### src/rtl/pcm_port_pkg.sv
package pcm_port_pkg;

    // Shared state encoding for the transmit and receive slot engines.
    typedef enum logic {
        SLOT_IDLE  = 1'b0,
        SLOT_SHIFT = 1'b1
    } slot_state_e;

endpackage

### src/rtl/pcm_fsync_sense.sv
// Frame sync observer for one sync input.
// rise_neg: the input went from low to high between the last two falling edges.
// new_since_pos: the input is high now but was low at the last rising edge.
module pcm_fsync_sense (
    input  logic clk,
    input  logic rst_n,
    input  logic fs,
    output logic rise_neg,
    output logic new_since_pos
);

    logic neg_q;
    logic neg_qq;
    logic pos_q;

    always_ff @(negedge clk or negedge rst_n) begin
        if (!rst_n) begin
            neg_q  <= 1'b0;
            neg_qq <= 1'b0;
        end else begin
            neg_q  <= fs;
            neg_qq <= neg_q;
        end
    end

    always_ff @(posedge clk or negedge rst_n) begin
        if (!rst_n) pos_q <= 1'b0;
        else        pos_q <= fs;
    end

    assign rise_neg      = neg_q & ~neg_qq;
    assign new_since_pos = fs & ~pos_q;

endmodule

### src/rtl/pcm_tx_slot.sv
// Transmit slot engine, rising-edge domain.
// start_full loads the byte and shows the sign bit in the coming cell.
// start_late loads the byte and continues at the next bit, because the
// sign bit was already shown combinationally in the previous cell.
module pcm_tx_slot
    import pcm_port_pkg::*;
#(
    parameter int SAMPLE_W = 8
) (
    input  logic                clk,
    input  logic                rst_n,
    input  logic                start_full,
    input  logic                start_late,
    input  logic [SAMPLE_W-1:0] byte_in,
    output logic                cur_bit,
    output logic                active,
    output logic                last
);

    localparam int IDX_W = $clog2(SAMPLE_W);

    slot_state_e         state_q, state_d;
    logic [IDX_W-1:0]    idx_q;
    logic [SAMPLE_W-1:0] sh_q;
    logic                any_start;

    assign any_start = start_full | start_late;

    always_ff @(posedge clk or negedge rst_n) begin
        if (!rst_n) state_q <= SLOT_IDLE;
        else        state_q <= state_d;
    end

    always_comb begin
        state_d = state_q;
        unique case (state_q)
            SLOT_IDLE:  if (any_start) state_d = SLOT_SHIFT;
            SLOT_SHIFT: begin
                if (any_start)          state_d = SLOT_SHIFT;
                else if (idx_q == '0)   state_d = SLOT_IDLE;
            end
            default:    state_d = SLOT_IDLE;
        endcase
    end

    always_ff @(posedge clk or negedge rst_n) begin
        if (!rst_n) begin
            idx_q <= '0;
            sh_q  <= '0;
        end else if (start_full) begin
            sh_q  <= byte_in;
            idx_q <= IDX_W'(SAMPLE_W - 1);
        end else if (start_late) begin
            sh_q  <= byte_in;
            idx_q <= IDX_W'(SAMPLE_W - 2);
        end else if (state_q == SLOT_SHIFT && idx_q != '0) begin
            idx_q <= idx_q - 1'b1;
        end
    end

    assign active  = (state_q == SLOT_SHIFT);
    assign last    = active && (idx_q == '0);
    assign cur_bit = sh_q[idx_q];

endmodule

### src/rtl/pcm_rx_slot.sv
// Receive slot engine, falling-edge domain.
// start latches the sign bit at this falling edge.
module pcm_rx_slot
    import pcm_port_pkg::*;
#(
    parameter int SAMPLE_W = 8
) (
    input  logic                clk,
    input  logic                rst_n,
    input  logic                start,
    input  logic                dr,
    input  logic                en,
    output logic [SAMPLE_W-1:0] byte_out,
    output logic                valid,
    output logic                done,
    output logic                near_end
);

    localparam int IDX_W = $clog2(SAMPLE_W);

    slot_state_e         state_q, state_d;
    logic [IDX_W-1:0]    idx_q;
    logic [SAMPLE_W-1:0] sh_q;

    always_ff @(negedge clk or negedge rst_n) begin
        if (!rst_n) state_q <= SLOT_IDLE;
        else        state_q <= state_d;
    end

    always_comb begin
        state_d = state_q;
        unique case (state_q)
            SLOT_IDLE:  if (start) state_d = SLOT_SHIFT;
            SLOT_SHIFT: begin
                if (start)              state_d = SLOT_SHIFT;
                else if (idx_q == '0)   state_d = SLOT_IDLE;
            end
            default:    state_d = SLOT_IDLE;
        endcase
    end

    always_ff @(negedge clk or negedge rst_n) begin
        if (!rst_n) begin
            idx_q    <= '0;
            sh_q     <= '0;
            byte_out <= '0;
            valid    <= 1'b0;
            done     <= 1'b0;
        end else begin
            valid <= 1'b0;
            done  <= 1'b0;
            if (start) begin
                sh_q  <= {sh_q[SAMPLE_W-2:0], dr};
                idx_q <= IDX_W'(SAMPLE_W - 2);
            end else if (state_q == SLOT_SHIFT) begin
                sh_q <= {sh_q[SAMPLE_W-2:0], dr};
                if (idx_q == '0) begin
                    done <= 1'b1;
                    if (en) begin
                        byte_out <= {sh_q[SAMPLE_W-2:0], dr};
                        valid    <= 1'b1;
                    end
                end else begin
                    idx_q <= idx_q - 1'b1;
                end
            end
        end
    end

    assign near_end = (state_q == SLOT_SHIFT) && (idx_q == '0);

endmodule

### src/rtl/pcm_tdm_port.sv
// Four-channel TDM PCM serial port: per-channel or consecutive framing,
// carry-out pulses, power-down gating and digital loopback.
module pcm_tdm_port #(
    parameter int CHANNELS = 4,
    parameter int SAMPLE_W = 8
) (
    input  logic                         clk,
    input  logic                         rst_n,
    input  logic                         mode32,
    input  logic                         long_frame,
    input  logic [CHANNELS-1:0]          pd,
    input  logic [CHANNELS-1:0]          loop,
    input  logic [CHANNELS-1:0]          fsx_in,
    input  logic [CHANNELS-1:0]          fsr_in,
    input  logic [CHANNELS*SAMPLE_W-1:0] tx_data,
    input  logic                         dr,
    output logic                         dx,
    output logic                         dx_oe,
    output logic                         tsx_n,
    output logic                         fsx_carry,
    output logic                         fsr_carry,
    output logic [CHANNELS*SAMPLE_W-1:0] rx_data,
    output logic [CHANNELS-1:0]          rx_valid
);

    localparam int LAST = CHANNELS - 1;

    logic [CHANNELS-1:0] fsx_rise, fsx_new, fsr_rise, fsr_new;
    logic [CHANNELS-1:0] tx_start_full, tx_start_late, tx_active, tx_last, tx_bit;
    logic [CHANNELS-1:0] first_cell, drive_oe, drive_bit;
    logic [CHANNELS-1:0] rx_start, rx_done, rx_near;
    logic                fsr_carry_q;
    logic                spare_unused;

    for (genvar g = 0; g < CHANNELS; g++) begin : g_ch
        logic [SAMPLE_W-1:0] rx_byte;
        logic [SAMPLE_W-1:0] src_byte;

        pcm_fsync_sense u_fsx (
            .clk           (clk),
            .rst_n         (rst_n),
            .fs            (fsx_in[g]),
            .rise_neg      (fsx_rise[g]),
            .new_since_pos (fsx_new[g])
        );

        pcm_fsync_sense u_fsr (
            .clk           (clk),
            .rst_n         (rst_n),
            .fs            (fsr_in[g]),
            .rise_neg      (fsr_rise[g]),
            .new_since_pos (fsr_new[g])
        );

        // Slot starts: the head channel opens the consecutive frame, the
        // others follow the channel before them.
        if (g == 0) begin : g_head
            assign tx_start_full[g] = mode32 ? fsx_rise[g] : (~long_frame & fsx_rise[g]);
            assign rx_start[g]      = mode32 ? fsr_rise[g]
                                             : (long_frame ? fsr_new[g] : fsr_rise[g]);
        end else begin : g_chain
            assign tx_start_full[g] = mode32 ? tx_last[g-1] : (~long_frame & fsx_rise[g]);
            assign rx_start[g]      = mode32 ? rx_done[g-1]
                                             : (long_frame ? fsr_new[g] : fsr_rise[g]);
        end

        assign tx_start_late[g] = ~mode32 & long_frame & fsx_new[g];
        assign first_cell[g]    = ~mode32 & long_frame & fsx_new[g];
        assign src_byte         = loop[g] ? rx_byte : tx_data[g*SAMPLE_W +: SAMPLE_W];

        pcm_tx_slot #(.SAMPLE_W(SAMPLE_W)) u_tx (
            .clk        (clk),
            .rst_n      (rst_n),
            .start_full (tx_start_full[g]),
            .start_late (tx_start_late[g]),
            .byte_in    (src_byte),
            .cur_bit    (tx_bit[g]),
            .active     (tx_active[g]),
            .last       (tx_last[g])
        );

        pcm_rx_slot #(.SAMPLE_W(SAMPLE_W)) u_rx (
            .clk      (clk),
            .rst_n    (rst_n),
            .start    (rx_start[g]),
            .dr       (dr),
            .en       (~pd[g]),
            .byte_out (rx_byte),
            .valid    (rx_valid[g]),
            .done     (rx_done[g]),
            .near_end (rx_near[g])
        );

        assign drive_oe[g]  = ~pd[g] & (tx_active[g] | first_cell[g]);
        assign drive_bit[g] = tx_active[g] ? tx_bit[g] : src_byte[SAMPLE_W-1];
        assign rx_data[g*SAMPLE_W +: SAMPLE_W] = rx_byte;
    end

    // Receive carry is aligned to the cell in which the last channel
    // takes its final bit.
    always_ff @(posedge clk or negedge rst_n) begin
        if (!rst_n) fsr_carry_q <= 1'b0;
        else        fsr_carry_q <= mode32 & rx_near[LAST];
    end

    assign fsx_carry = mode32 & tx_last[LAST];
    assign fsr_carry = fsr_carry_q;
    assign dx_oe     = |drive_oe;
    assign dx        = |(drive_oe & drive_bit);
    assign tsx_n     = ~dx_oe;

    assign spare_unused = ^{rx_done[LAST], rx_near[LAST-1:0]};

endmodule

### config.mk
export PLATFORM = sky130hd
export DESIGN_NAME = pcm_tdm_port
export DESIGN_NICKNAME = d
export VERILOG_FILES = /design/src/rtl/pcm_port_pkg.sv /design/src/rtl/pcm_fsync_sense.sv /design/src/rtl/pcm_tx_slot.sv /design/src/rtl/pcm_rx_slot.sv /design/src/rtl/pcm_tdm_port.sv
export SDC_FILE = /design/constraint.sdc
export NUM_CORES = 1
export LEC_CHECK = 0
export BUFFER_PORTS_ARGS = -buffer_cell sky130_fd_sc_hd__buf_2
export CELL_PAD_IN_SITES_DETAIL_PLACEMENT = 1
export CELL_PAD_IN_SITES_GLOBAL_PLACEMENT = 2
export CORE_UTILIZATION = 41
export CTS_CLUSTER_DIAMETER = 50
export DETAILED_ROUTE_END_ITERATION = 10
export PLACE_DENSITY_LB_ADDON = 0.1
export SETUP_SLACK_MARGIN = 0.3
export SYNTH_ARGS = -nofsm -noshare
export SYNTH_HDL_FRONTEND = slang
export SYNTH_SLANG_ARGS = --single-unit
### constraint.sdc
create_clock -name clk -period 4.55 [get_ports clk]
set_clock_uncertainty 0.05 [all_clocks]
set_input_delay 1.1375 -clock clk [delete_from_list [all_inputs] [get_ports clk]]
set_output_delay 1.1375 -clock clk [all_outputs]
set_load 0.05 [all_outputs]
# After elaboration in Yosys (flattened, before gate mapping)
# Index checks and enable logic that the tools add are counted.
# totals
ff_bits,156
latch_bits,0
ramBits,0
rom_bits,0
memories,0
# op_classes
addsub,8
multipliers,0
div,0
order_cmp,4
eq_ne,4
n_shift,0
n_mux,125
bitwise,75
n_reduce_logical,43
# ops
operator,count
$mux W8,12
$mux W3,24
$mux W1,69
$mux W7,8
$not A1 Y1,35
$and A1 B1 Y1,31
$logic_not A3 Y1,8
$reduce_bool A3 Y1,8
$sub A3 B1 Y3 const B,8
$lt A3 B4 Y1 const B,4
$pmux W1 S2,8
$reduce_and A4 Y1,4
$reduce_bool A2 Y1,8
$bmux W1 S3,4
$logic_and A1 B1 Y1,9
$ne A2 B1 Y1 const B,4
$or A1 B1 Y1,8
$reduce_and A2 Y1,4
$reduce_or A4 Y1,2
$and A4 B4 Y4,1

# Logic depth before layout (Yosys ltp)
# Gate-level depths: netlist (run 1).
# depth
depth_word,7
depth_mapped,7
mapped_depth_nobuf,6

# Cells and area by module
# From an unflattened synthesis (run 1), not the netlist that was laid out.
# unflattened
hier_cells,534
area_unflattened_um2,7214.4
# modules_own_cells
module,n_inst,cells_each,area_per_inst_um2,seq_area_each_um2
pcm_rx_slot,4,58,840.8,525.5
pcm_tx_slot,4,46,578.1,300.3
pcm_fsync_sense,8,5,102.6,75.1
pcm_tdm_port,1,78,718.2,25.0

==> impl_metrics.toml, run 1 <==
[sta]
setup_total_negative_slack_ps = -4530
worst-slew-pin-transition_ps = 786
finalWorstSetupSlack_ps = -1170
finalSetupViolations = 64
hold_slack_ps = 269
slew_headroom_pct = 47.6
finalHoldViolCount = 0
unrepaired_setup_endpoints_after_global_routing = "true"
slew_violations = 0

[drt]
detailedRoute.firstIterationViolations = 141
route.final.wire_length_mm = 17.6
vias = 4844
drtPass1Iterations = 4
antenna_left = 0
drcViolationCount = 0
route.detailed.vias_per_inst = 5.07
detail_route.wl_per_cell_um = 18.4

[synthesis]
synth.distinct_cells = 45
largest_family_of_logic_cells_by_synthesized_area = "multiplexers"
synth.cell_area_mm2 = 0.00681
synth-compound-area-share_pct = 6.12
postSynthRegisterBits = 156
synth_adder_area_share_pct = 2.94
synth_cells = 532
synth.area.mux_share_pct = 18.5
synth.avg_cell_area_um2 = 12.8
postSynthNetCount = 601
ys.warnings.count = 0
synth_seq_area_share_pct = 57.4
synthSimpleGateAreaFrac_pct = 10.6
yosys.area_share.xor_xnor_pct = 1.29

[run]
cap_viol_max_count = 0

[global_routing]
grtUsageMet2_pct = 35.9
first_global_vias = 5159
top_usage_layer = "met2"
antenna_violations_before_repair = 0
grt_util_all_layers_pct = 21.8
grt.met1_usage_pct = 28.8
grt_start_max_net_pins = 49
grt_overflow = 0
global_route.usage.met3_pct = 3.75
grt_first_pass_wirelength_mm = 27.9

[cells_and_area]
instances_no_fill = 955
area.growth.synth_to_final_pct = 43.0
fraction_of_layout_cells_with_a_size_suffix_above_1_pct = 44.5
num_antenna_cells = 0
num-nets-final = 795

[pwr]
p_leak_nw = 4.69
power.density_mw_per_mm2 = 697
ir_worst_vdd_mv = 0.395

[placement]
hpwlAfterDp_mm = 11.4
place_congestion = 0.758
dp_cells = 857
numPortBuffers = 93

[critical_path]
timing.critical_path.from_type = "flip-flop"
cp.arrival_ps = 4530
endpoint_kind = "primary output"
timing.critical_path.fanout_max = 2
timing_worst_setup_path_type = "reg -> out"
worst-r2r-cell-count = 6
worstPathRequired_ps = 3360

[floorplanning]
die_x_um = 131
design.die.area_mm2 = 0.0171
initial_utilization_pct = 42.4
floorplan_die_height_um = 131
number_of_rows_in_the_core_area = 46
io_pins = 94
design.core.area_mm2 = 0.0161

[status]
outcome = "complete, but fails checks"
violations = "negative setup slack"

[clocking]
numCtsBuffers = 17
cts_htree_levels = 4
clockRootBuffer = "sky130_fd_sc_hd__clkbuf_16"
worstSkewPairLatency_ps = 420
tritoncts = "built"
ctsLongestPathBuffers = 2
worst_setup_hold_path_clk_slew_ps = 50
cts-hold-fix-buffers = 0
clock_sink_count = 156

[hold_path]
hold_path_depth = 0
hold_class = "reg -> reg"
## kinds of logic after synthesis
| group | Yosys count |
|---|---|
| AO/OA/AOI/OAI | 63 |
| XOR/XNOR | 10 |
| adder cells (fa/ha/maj) | 16 |
| buffers and inverters | 47 |
| flip-flops | 156 |
| multiplexers | 108 |
| AND/OR/NAND/NOR | 132 |
## final cells by class
| type | count | area [um2] |
|---|---|---|
| Fill cell | 1579 | 6330 |
| Sequential cell | 156 | 3900 |
| Multi-Input combinational cell | 329 | 3070 |
| Timing Repair Buffer | 196 | 1800 |
| Clock buffer | 23 | 520 |
| Tap cell | 216 | 270 |
| Inverter | 26 | 97.6 |
| Clock inverter | 9 | 71.3 |
## power breakdown
part           leakage (nW)  total (mW)  switching (mW)  internal [mW]
Clock                 0.296        1.40           0.586          0.816
Sequential             1.88        2.40           0.451           1.95
Combinational          2.52        2.98            1.45           1.52
## worst max-delay path: stages, from the launching register on
cell and delay (ps):
sky130_fd_sc_hd__dfrtn_1 350, sky130_fd_sc_hd__mux2i_2 220, sky130_fd_sc_hd__nor4b_1 80, sky130_fd_sc_hd__or4_1 520, sky130_fd_sc_hd__or4_4 520, sky130_fd_sc_hd__buf_6 170
## routing by layer
| metal | share of wire, % | up-vias | wire [um] |
|---|---|---|---|
| li1 | - | 2270 | - |
| met1 | 45 | 2471 | 7970 |
| met2 | 50 | 79 | 8830 |
| met3 | 2.4 | 24 | 415 |
| met4 | 2.2 | 0 | 387 |
| met5 | 0 | - | 0 |
## synth_stat cells
cell type                  number  area share (%)
sky130_fd_sc_hd__dfrtn_1       99              36
sky130_fd_sc_hd__nand2b_4       1            0.20
sky130_fd_sc_hd__nor4_4         1            0.31
sky130_fd_sc_hd__dfrtp_1       57              21
sky130_fd_sc_hd__nor3b_1        5            0.55
sky130_fd_sc_hd__o31ai_2        2            0.37
sky130_fd_sc_hd__or3_1          1           0.092
sky130_fd_sc_hd__mux2i_1       40             5.9
sky130_fd_sc_hd__o22a_1         1            0.13
sky130_fd_sc_hd__o31a_1         1            0.13
sky130_fd_sc_hd__nor2b_1        8            0.74
sky130_fd_sc_hd__a211o_1        2            0.26
sky130_fd_sc_hd__xnor2_1        8             1.0
sky130_fd_sc_hd__a31oi_1        5            0.46
sky130_fd_sc_hd__and3_1         3            0.28
sky130_fd_sc_hd__buf_1          1           0.055
sky130_fd_sc_hd__mux4_2         8             2.6
sky130_fd_sc_hd__nand3_1        3            0.22
sky130_fd_sc_hd__o221a_2        1            0.17
sky130_fd_sc_hd__o211ai_1       7            0.77
sky130_fd_sc_hd__nor2_2         1           0.092
sky130_fd_sc_hd__o21ai_0       33             2.4
sky130_fd_sc_hd__nand2_1       60             3.3
sky130_fd_sc_hd__nor4bb_1       5            0.74
sky130_fd_sc_hd__buf_4          8            0.88
sky130_fd_sc_hd__or4_1          2            0.22
sky130_fd_sc_hd__nor3_1         8            0.59
sky130_fd_sc_hd__and4b_1        2            0.29
sky130_fd_sc_hd__nor4b_1        7            0.90
sky130_fd_sc_hd__ha_1          16             2.9
sky130_fd_sc_hd__inv_1         26             1.4
sky130_fd_sc_hd__and2_1         2            0.18
sky130_fd_sc_hd__a31o_2         1            0.13
sky130_fd_sc_hd__clkbuf_2       2            0.15
sky130_fd_sc_hd__xor2_1         2            0.26
sky130_fd_sc_hd__nor2_1         8            0.44
sky130_fd_sc_hd__mux2_2        60             9.9
sky130_fd_sc_hd__and3b_1        3            0.39
sky130_fd_sc_hd__buf_2          7            0.51
sky130_fd_sc_hd__a21oi_1        5            0.37
sky130_fd_sc_hd__clkbuf_1       3            0.17
sky130_fd_sc_hd__o32ai_1        1            0.13
sky130_fd_sc_hd__nand2b_1      12             1.1
sky130_fd_sc_hd__a311oi_2       3            0.66
sky130_fd_sc_hd__o221ai_1       1            0.13
## worst paths after layout
| path | slack (ps) | endpoint | from |
|---|---|---|---|
| max in group asynchronous | 1160 | g_ch[3].u_rx.state_q | rst_n |
| min in group asynchronous | 540 | g_ch[2].u_fsr.pos_q | rst_n |
| hold reg to reg | 270 | g_ch[2].u_fsx.neg_qq | g_ch[2].u_fsx.neg_q |
| setup reg to reg | 370 | g_ch[1].u_rx.byte_out[2] | g_ch[1].u_fsr.pos_q |
| setup / recovery | -1170 | dx | g_ch[3].u_rx.byte_out[7] |
| hold / removal | 270 | g_ch[2].u_fsx.neg_qq | g_ch[2].u_fsx.neg_q |
## per-stage QoR
| stage | utilization [%] | power (mW) | worst slack, ps | cell area, um2 |
|---|---|---|---|---|
| 6_report | 60.6 | 6.78 | -1170 | 9730 |
| 4_1_cts | 58.6 | 6.67 | -1180 | 9410 |
| 3_3_place_gp | 50.2 | 4.64 | -808 | 8060 |
| 2_1_floorplan | - | 4.09 | -831 | 7110 |
| 3_5_place_dp | 50.2 | 4.75 | -838 | 8060 |
| 5_1_grt | 60.6 | 7.15 | -1240 | 9730 |
## what timing repair did
item | in CTS | in global routing
setup buffers | 42 | 20
pin swaps | 10 | 6
gates cloned | 3 | 1
setup endpoints to repair | 103 | 132
resized for setup | 112 | 30
## registers in the layout, indices dropped and copies added, names as in the netlist
signal,cells
g_ch.u_rx.done,3
fsr_carry,1
g_ch.u_fsr.neg_qq,4
g_ch.u_fsr.pos_q,4
g_ch.u_rx.byte_out,32
g_ch.u_rx.valid,4
g_ch.u_fsr.neg_q,4
g_ch.u_tx.sh_q,32
g_ch.u_tx.active,4
g_ch.u_rx.state_q,4
g_ch.u_fsx.pos_q,4
g_ch.u_fsx.neg_qq,4
g_ch.u_rx.sh_q,28
g_ch.u_tx.idx_q,12
g_ch.u_fsx.neg_q,4
g_ch.u_rx.idx_q,12
## placed cells by master (no fill, tap or decap), types with 10 or more instances in the layout
cell	n
sky130_fd_sc_hd__ha_1	16
sky130_fd_sc_hd__dfrtp_1	57
sky130_fd_sc_hd__nand2b_1	11
sky130_fd_sc_hd__inv_1	25
sky130_fd_sc_hd__buf_2	50
sky130_fd_sc_hd__mux2i_1	37
sky130_fd_sc_hd__buf_4	67
sky130_fd_sc_hd__buf_6	60
sky130_fd_sc_hd__buf_12	10
sky130_fd_sc_hd__mux2_4	52
sky130_fd_sc_hd__o21ai_0	33
sky130_fd_sc_hd__dfrtn_1	99
sky130_fd_sc_hd__clkbuf_16	21
sky130_fd_sc_hd__nand2_1	59
No activity file was read; power rests on OpenSTA's default activity.
==> inputs of run 2 (changes only) <==
--- a/config.mk
+++ b/config.mk
@@ -8,11 +8,13 @@
 export BUFFER_PORTS_ARGS = -buffer_cell sky130_fd_sc_hd__buf_2
 export CELL_PAD_IN_SITES_DETAIL_PLACEMENT = 1
 export CELL_PAD_IN_SITES_GLOBAL_PLACEMENT = 2
+export CORE_MARGIN = 2
 export CORE_UTILIZATION = 41
 export CTS_CLUSTER_DIAMETER = 50
 export DETAILED_ROUTE_END_ITERATION = 10
 export PLACE_DENSITY_LB_ADDON = 0.1
 export SETUP_SLACK_MARGIN = 0.3
+export SLEW_MARGIN = 20
 export SYNTH_ARGS = -nofsm -noshare
 export SYNTH_HDL_FRONTEND = slang
 export SYNTH_SLANG_ARGS = --single-unit
==> run 2 against run 1 <==
  * The flow still finishes with violations (negative setup slack)
  * Non-clock buffer count is 7 higher
  * Flip-flop and latch count did not move
  * Critical path type unchanged
  * Critical path depth did not move
  * Sequential share of layout area is 0.22 points lower
  * Design area increased by 0.54%
  * Largest power group unchanged
  * Clock power up 4%
  * Sequential power about the same
  * Core utilization down 0.97 points
  * Register-to-register slack improved by 130 ps
  * Wire length up 0.84%
==> impl_metrics.toml, run 2 (synthesized netlist as in run 1, its figures left out) <==
[floorplanning]
number_of_rows_in_the_core_area = 47
design.die.area_mm2 = 0.0176
floorplan_die_height_um = 133
die_x_um = 133
design.core.area_mm2 = 0.0164
initial_utilization_pct = 41.5
io_pins = 94

[cells_and_area]
instances_no_fill = 966
multi_input_comb_area_mm2 = 0.00308
biggestRegsByFlops = "g_ch.u_rx.byte_out: 32 flops, g_ch.u_tx.sh_q: 32 flops, g_ch.u_rx.sh_q: 28 flops"
final-seq-area_mm2 = 0.00390
area.growth.synth_to_final_pct = 43.7
final_common_cell = "sky130_fd_sc_hd__dfrtn_1"
num_antenna_cells = 0
filler_cells = 1616
final_cell_mix = "sky130_fd_sc_hd__dfrtn_1 (99), sky130_fd_sc_hd__buf_4 (75), sky130_fd_sc_hd__nand2_1 (60)"
fraction_of_layout_cells_with_a_size_suffix_above_1_pct = 45.2
num-nets-final = 802

[pwr]
p_leak_nw = 4.73
p_sw_share_pct = 36.5
seq_power_share_pct = 34.7
internal_power_mw = 4.36
p_comb_share_pct = 44.0
power.density_mw_per_mm2 = 702
ir_worst_vdd_mv = 0.379
power_switching_mw = 2.51
total_power_mw = 6.87
pwr-share-clk_pct = 21.2

[critical_path]
timing.critical_path.from_type = "flip-flop"
critPathLaunch = "g_ch[1].u_rx.byte_out[7]"
timing.critical_path.slowest_stage_cell = "sky130_fd_sc_hd__or4_1"
worstPathRequired_ps = 3360
timing.rr.start = "g_ch[0].u_fsr.pos_q"
critPathBufInv = 1
critical_path.max_stage_delay_ps = 530
dominant_delay_contributor_by_cell_family_on_the_critical_path = "simple AND/OR/NAND/NOR gates"
timing_worst_setup_path_type = "reg -> out"
crit_cells = 5
timing.critical_path.fanout_max = 2
ff2ff_setup_slack_ps = 500
cp.arrival_ps = 4500
crit_chain = "mux2i_2 -> nor4b_2 -> or4_1 -> or4_4 -> buf_8"
endpoint_kind = "primary output"
worst-r2r-cell-count = 6

[drt]
route.final.wire_length_mm = 17.8
antenna_left = 0
vias = 4836
route.detailed.vias_per_inst = 5.01
drcViolationCount = 0
detailedRoute.firstIterationViolations = 168
detail_route.wl_per_cell_um = 18.4
drtPass1Iterations = 4

[sta]
unrepaired_setup_endpoints_after_global_routing = "true"
finalSetupViolations = 65
slew_headroom_pct = 48.3
finalWorstSetupSlack_ps = -1140
hold_slack_ps = 275
slew_violations = 0
finalHoldViolCount = 0
worst-slew-pin-transition_ps = 775

[placement]
pre_cts_slack_ps = -868
numPortBuffers = 93
dp_cells = 865
place_congestion = 0.772
hpwlAfterDp_mm = 11.6

[global_routing]
grt_overflow = 0
grt_util_all_layers_pct = 21.0
grt_first_pass_wirelength_mm = 28.7
antenna_violations_before_repair = 1
first_global_vias = 5458
grt_start_max_net_pins = 52

[hold_path]
hold_class = "reg -> reg"
timing.hold.worst.start = "g_ch[3].u_fsx.neg_q"
hold_path_depth = 0

[run]
cap_viol_max_count = 0

[clocking]
worst_setup_hold_path_clk_slew_ps = 50
cts-hold-fix-buffers = 0
worstSkewPairLatency_ps = 420
numCtsBuffers = 17
tritoncts = "built"
ctsLongestPathBuffers = 2
cts_htree_levels = 4
clock_sink_count = 156
clockRootBuffer = "sky130_fd_sc_hd__clkbuf_16"

[status]
violations = "negative setup slack"
outcome = "complete, but fails checks"
## run 2: per-layer routing
metal	wire, um	global-route usage [%]	share of wire, %
met3	522	4.14	2.9
met2	9270	36.1	52
met5	0	0	0
met1	7690	26.6	43
met4	269	6.87	1.5
## run 2: area by class of cell
| type | instances | area share (%) |
|---|---|---|
| clock buffer | 22 | 5.29 |
| clock inverter | 10 | 0.946 |
| inverter | 26 | 0.997 |
| multi-input combinational | 329 | 31.5 |
| sequential | 156 | 39.9 |
| tap | 220 | 2.81 |
| timing repair buffer | 203 | 18.5 |
## run 2: what timing repair did
item | CTS | global route
cloned | 3 | 0
gates resized for setup | 114 | 22
setup endpoints to repair | 102 | 103
setup buffers | 46 | 20
pin swaps | 13 | 6
## run 2: per-stage QoR
| stage | instance area, um2 | utilization, % | setup TNS (ps) |
|---|---|---|---|
| 6_report | 9780 | 59.6 | -7840 |
| 5_1_grt | 9780 | 59.6 | -10100 |
| 4_1_cts | 9510 | 58.0 | -4620 |
| 3_5_place_dp | 8110 | 49.4 | -33660 |
| 3_3_place_gp | 8110 | 49.4 | -32290 |
| 2_1_floorplan | 7110 | - | -19620 |
## run 2: power groups by stage
stage	Combinational [mW]	Clock [mW]	Sequential (mW)
floorplan	1.36	0	2.73
CTS	2.90	1.49	2.38
detailed placement	2.37	0	2.40
global placement	2.28	0	2.38
global route	3.26	1.55	2.46
finish	3.02	1.46	2.39
## run 2: path summary, 6_finish.rpt
check | endpoint
setup / recovery | dx
hold / removal | g_ch[3].u_fsx.neg_qq
setup reg to reg | g_ch[0].u_rx.byte_out[2]
hold reg to reg | g_ch[3].u_fsx.neg_qq
max in group asynchronous | g_ch[3].u_rx.byte_out[4]
min in group asynchronous | g_ch[1].u_fsr.pos_q
